<file path="config.mk">
export PLATFORM = sky130hd
export DESIGN_NAME = vga_fwd_decoder
export DESIGN_NICKNAME = d
export VERILOG_FILES = /design/src/rtl/vga_fwd_pkg.sv /design/src/rtl/vga_mem_window.sv /design/src/rtl/vga_io_window.sv /design/src/rtl/vga_fwd_gate.sv /design/src/rtl/vga_fwd_decoder.sv
export SDC_FILE = /design/constraint.sdc
export NUM_CORES = 1
export LEC_CHECK = 0
export ABC_AREA = 1
export BUFFER_PORTS_ARGS = -buffer_cell sky130_fd_sc_hd__buf_2
export CELL_PAD_IN_SITES_DETAIL_PLACEMENT = 1
export CELL_PAD_IN_SITES_GLOBAL_PLACEMENT = 1
export CORE_UTILIZATION = 19
export DETAILED_ROUTE_END_ITERATION = 6
export PLACE_DENSITY = 0.83
export SETUP_SLACK_MARGIN = 0.05
export SLEW_MARGIN = 20
export SYNTH_ARGS = -nofsm -noshare
export SYNTH_HDL_FRONTEND = slang
export SYNTH_HIERARCHICAL = 1
export SYNTH_SLANG_ARGS = --single-unit
</file>
<file path="constraint.sdc">
create_clock -name clk -period 0.8 [get_ports clk]
set_input_delay 0.12 -clock clk [delete_from_list [all_inputs] [get_ports clk]]
set_output_delay 0.12 -clock clk [all_outputs]
set_load 0.05 [all_outputs]
</file>
<file path="src/rtl/vga_fwd_pkg.sv">
package vga_fwd_pkg;

   // Legacy frame-buffer window (inclusive)
   localparam logic [31:0] MEM_WIN_LO = 32'h000A_0000;
   localparam logic [31:0] MEM_WIN_HI = 32'h000B_FFFF;

   // Port-offset width inside one alias block
   localparam int unsigned PORT_OFS_W = 10;

   // Port blocks decoded inside each alias (inclusive bounds)
   localparam int unsigned IO_BLK_N = 2;
   localparam logic [PORT_OFS_W-1:0] IO_BLK_LO [IO_BLK_N] = '{10'h3B0, 10'h3C0};
   localparam logic [PORT_OFS_W-1:0] IO_BLK_HI [IO_BLK_N] = '{10'h3BB, 10'h3DF};

   typedef struct packed {
      logic fwd;
      logic blk;
   } vga_verdict_t;

endpackage

</file>
<file path="src/rtl/vga_mem_window.sv">
module vga_mem_window #(
   parameter int unsigned ADDR_W = 32
) (
   input  logic [ADDR_W-1:0] addr,
   output logic              hit
);
   import vga_fwd_pkg::*;

   localparam logic [ADDR_W-1:0] LO = ADDR_W'(MEM_WIN_LO);
   localparam logic [ADDR_W-1:0] HI = ADDR_W'(MEM_WIN_HI);

   generate
      if (ADDR_W < 20) begin : g_bad_width
         $error("vga_mem_window: ADDR_W must cover the frame-buffer window");
      end
   endgenerate

   always_comb begin
      hit = (addr >= LO) && (addr <= HI);
   end

endmodule

</file>
<file path="src/rtl/vga_io_window.sv">
module vga_io_window #(
   parameter int unsigned ADDR_W = 32,
   parameter int unsigned PORT_W = 16
) (
   input  logic [ADDR_W-1:0] addr,
   input  logic              dec16,
   output logic              hit
);
   import vga_fwd_pkg::*;

   localparam int unsigned ALIAS_W = PORT_W - PORT_OFS_W;
   localparam int unsigned UPPER_W = ADDR_W - PORT_W;

   generate
      if (PORT_W <= PORT_OFS_W) begin : g_bad_port
         $error("vga_io_window: PORT_W must exceed the port-offset width");
      end
      if (ADDR_W <= PORT_W) begin : g_bad_addr
         $error("vga_io_window: ADDR_W must exceed PORT_W");
      end
   endgenerate

   logic [PORT_OFS_W-1:0] ofs;
   logic [ALIAS_W-1:0]    alias_bits;
   logic [UPPER_W-1:0]    upper_bits;
   logic [IO_BLK_N-1:0]   blk_hit;
   logic                  alias_ok;

   assign ofs        = addr[PORT_OFS_W-1:0];
   assign alias_bits = addr[PORT_W-1:PORT_OFS_W];
   assign upper_bits = addr[ADDR_W-1:PORT_W];

   generate
      for (genvar b = 0; b < IO_BLK_N; b++) begin : g_blk
         assign blk_hit[b] = (ofs >= IO_BLK_LO[b]) && (ofs <= IO_BLK_HI[b]);
      end
   endgenerate

   always_comb begin
      alias_ok = !dec16 || (alias_bits == '0);
      hit      = (upper_bits == '0) && alias_ok && (|blk_hit);
   end

endmodule

</file>
<file path="src/rtl/vga_fwd_gate.sv">
module vga_fwd_gate
   import vga_fwd_pkg::*;
(
   input  logic clk,
   input  logic rst_n,
   input  logic valid,
   input  logic is_io,
   input  logic from_sec,
   input  logic mem_hit,
   input  logic io_hit,
   input  logic vga_en,
   input  logic io_en,
   input  logic mem_en,
   output vga_verdict_t verdict_q
);

   logic         win_hit;
   logic         kind_en;
   vga_verdict_t verdict_d;

   always_comb begin
      win_hit       = is_io ? io_hit : mem_hit;
      kind_en       = is_io ? io_en : mem_en;
      verdict_d.fwd = valid && vga_en && win_hit && !from_sec && kind_en;
      verdict_d.blk = valid && vga_en && win_hit && from_sec;
   end

   always_ff @(posedge clk or negedge rst_n) begin
      if (!rst_n) begin
         verdict_q <= '0;
      end else begin
         verdict_q <= verdict_d;
      end
   end

endmodule

</file>
<file path="src/rtl/vga_fwd_decoder.sv">
module vga_fwd_decoder #(
   parameter int unsigned ADDR_W = 32,
   parameter int unsigned PORT_W = 16
) (
   input  logic              clk,
   input  logic              rst_n,
   input  logic              req_valid,
   input  logic [ADDR_W-1:0] req_addr,
   input  logic              req_is_io,
   input  logic              req_from_sec,
   input  logic              vga_en,
   input  logic              vga_dec16,
   input  logic              cmd_io_en,
   input  logic              cmd_mem_en,
   output logic              fwd_down,
   output logic              block_up
);
   import vga_fwd_pkg::*;

   logic         mem_hit;
   logic         io_hit;
   vga_verdict_t verdict;

   vga_mem_window #(.ADDR_W(ADDR_W)) u_mem (
      .addr (req_addr),
      .hit  (mem_hit)
   );

   vga_io_window #(.ADDR_W(ADDR_W), .PORT_W(PORT_W)) u_io (
      .addr  (req_addr),
      .dec16 (vga_dec16),
      .hit   (io_hit)
   );

   vga_fwd_gate u_gate (
      .clk       (clk),
      .rst_n     (rst_n),
      .valid     (req_valid),
      .is_io     (req_is_io),
      .from_sec  (req_from_sec),
      .mem_hit   (mem_hit),
      .io_hit    (io_hit),
      .vga_en    (vga_en),
      .io_en     (cmd_io_en),
      .mem_en    (cmd_mem_en),
      .verdict_q (verdict)
   );

   assign fwd_down = verdict.fwd;
   assign block_up = verdict.blk;

endmodule

</file>
==> flow_metrics.py <==
metrics = {
    "setup_path": {
        "critPathSlowestCell": "nor2_1",
        "cp_num_buf_inv": 3,
        "critical_path.top_delay_family": "simple AND/OR/NAND/NOR gates",
        "path_cells": "buf_6 > inv_2 > nand2_1 > nor2_1 > nand2_1 > nor2_1 > nand2_1 > nor2_2 > inv_1 > nand2_1 > nand3_2 > nor2_1",
        "required_ps": 950,
        "worstPathMaxFanout": 2,
        "crit_path_frequent_cell": "nand2_1",
        "crit_arrival_ps": 1030,
        "cp-end-kind": "register",
        "critPathLaunchType": "input port",
        "criticalPathCategory": "in -> reg",
        "cpPeakStageDelay_ps": 120,
    },
    "sta": {
        "rsz0062_at_grt": "true",
        "timing.final.crit_period_ps": 876,
        "tightest_slew_ps": 109,
        "finalCritPeriodShare": 1.10,
        "finalSetupViolations": 4,
        "finalHoldViolCount": 0,
        "fin_ws_ps": -76.0,
        "fin_setup_tns_ps": -228,
        "slew_viol_final": 0,
        "max_freq_mhz": 1140,
        "slew_headroom": 0.928,
    },
    "die": {
        "start_util": 0.200,
        "die_area_sq_mm": 0.00223,
        "num_rows": 16,
        "dieHeight_microns": 47.3,
        "die_w_microns": 47.3,
        "core_sq_mm": 0.00194,
        "io_pins": 43,
    },
    "synth": {
        "yosys-top-cells-count": "inv_1, nand2_1, nor2_1",
        "synth-main-ff-cell": "dfrtp_1",
        "synth_cell_type_count": 10,
        "yosys.area.top_type": "inv_1",
        "synth_area_leaders": "inv_1, nand2_1, nor2_1, dfrtp_1, nand3_1",
        "async_reset_ff_frac": 1.00,
        "yosysWarnings": 6,
        "ys_ff_latch": 2,
        "synth_edf_count": 0,
        "syn_nets": 129,
        "seq_area_frac_synth": 0.129,
        "yosysMostFrequentCell": "inv_1",
        "syn_inst": 88,
        "yosysTopAreaCellShare": 0.318,
        "syn_avg_cell_area_sq_um": 4.42,
        "syn_area_sq_um": 389,
    },
    "pwr": {
        "power_density_mw_per_mm2": 762,
        "ir_worst_vdd_mv": 0.301,
        "p_leak_nw": 0.494,
    },
    "detailed_routing": {
        "drtPass1Iterations": 5,
        "postRouteAntennaNets": 0,
        "post_drt_wl_per_cell_microns": 8.07,
        "drt_iter0_drc": 2,
        "dr_total_vias": 615,
        "drc": 0,
        "avgViaCountPerCell": 3.82,
        "drt_wl_total_microns": 1300,
    },
    "finish": {
        "largest_reg_flops": 2,
        "reg.largest.list": "u_gate/verdict_q: 2 flops",
        "stdcell_count": 161,
        "top_register": "u_gate/verdict_q",
        "n_antenna_cell": 0,
        "final_nets": 177,
        "drive_gt1_frac": 0.440,
        "fillers": 291,
        "area_growth_pct": 92.3,
    },
    "cts": {
        "clockBufferDepth": 2,
        "cts_root_buf": "clkbuf_4",
        "postCtsSetupRepairBufs": 0,
        "clkTransAtPathRegs_ps": 30,
        "cts_inserted_buffers": 3,
        "cts.sinks": 2,
        "cts_tree": "done",
        "htreeDepth": 1,
    },
    "grt": {
        "groute.usage.overall": 0.133,
        "grt_pass1_wl_microns": 2100,
        "first_global_vias": 612,
        "overflow": 0,
        "grt_antenna_before_repair": 0,
        "grt_max_degree": 4,
    },
    "placement": {
        "gp_congestion": 0.634,
        "dp_hpwl_microns": 1160,
        "placed_cells": 157,
        "portBuffers": 40,
        "dp_slack_ps": -282,
    },
    "flow_run": {
        "max-cap-violations": 0,
    },
    "min_path": {
        "hp-class": "in -> reg",
    },
    "run_status": {
        "status": "finished, violations left",
        "failed_checks": "setup timing",
    },
}
-- power breakdown --
| part | total [mW] | switching (mW) | internal (mW) | leakage [nW] |
|---|---|---|---|---|
| combinational | 0.244 | 0.101 | 0.142 | 0.453 |
| sequential | 0.104 | 0.000579 | 0.103 | 0.0278 |
| clock | 0.223 | 0.0573 | 0.166 | 0.0138 |
| total | 0.570 | 0.159 | 0.411 | 0.494 |
-- cells in the final DEF (no fill, tap or decap) --
master	count
nand3_1	3
a21oi_1	1
buf_6	12
buf_2	28
clkbuf_4	3
inv_1	24
nand2_2	1
nor2_1	17
nand3_2	1
nor2_2	2
buf_4	2
nand2_1	27
dfrtp_1	2
inv_2	10
dlygate4sd3_1	1
-- timing repair --
item | 4_1_cts | 5_1_grt
endpoints found under the setup margin | 4 | 4
hold endpoints to repair | 2 | 0
gates resized for setup | 16 | 8
hold buffers | 1 | 0
pin swaps | 0 | 9
-- cell type report --
class	count	area, sq um	share of cell area
Clock buffer	3	22.5	0.0301
Sequential cell	2	50.0	0.0669
Multi-Input combinational cell	52	214	0.286
Inverter	34	128	0.171
Timing Repair Buffer	43	300	0.401
Tap cell	27	33.8	0.0452
-- routing by layer --
| metal | part of all wire | wire length (microns) | GRT usage | vias up |
|---|---|---|---|---|
| met4 | 0 | 0 | 0.0514 | 0 |
| met5 | 0 | 0 | 0 | - |
| met2 | 0.60 | 777 | 0.296 | 20 |
| met1 | 0.35 | 458 | 0.113 | 268 |
| met3 | 0.049 | 64 | 0.0115 | 0 |
| li1 | - | - | - | 327 |
-- worst min-delay path, delay by kind of cell --
| kind | cells | cell delay [ps] |
|---|---|---|
| buffers and inverters | 2 | 180 |
| AND/OR/NAND/NOR | 1 | 50 |
-- stage by stage --
stage,hold slack (ps),util,instance area [sq um],power [mW]
after floorplan,-176,-,389,0.184
after global placement,-95.3,0.329,638,0.297
after detailed placement,-91.8,0.329,638,0.310
after CTS,148,0.371,721,0.574
after global routing,170,0.385,748,0.620
final,159,0.385,748,0.570
-- path summary, 6_finish.rpt --
kind | cells past startpoint | slack (ps) | from | to
max in group asynchronous | 2 | 470 | rst_n | u_gate/verdict_q[0]$_DFF_PN0_
min in group asynchronous | 2 | 230 | rst_n | u_gate/verdict_q[1]$_DFF_PN0_
max | 12 | -80 | req_addr[25] | u_gate/verdict_q[1]$_DFF_PN0_
min | 3 | 160 | req_from_sec | u_gate/verdict_q[0]$_DFF_PN0_
-- cells by family after synthesis --
kind of cell,Yosys count,synth area share
AO/OA/AOI/OAI,1,0.0128
buffers and inverters,34,0.328
flip-flops,2,0.129
AND/OR/NAND/NOR,51,0.531
Power figures use the tool's default switching activity.
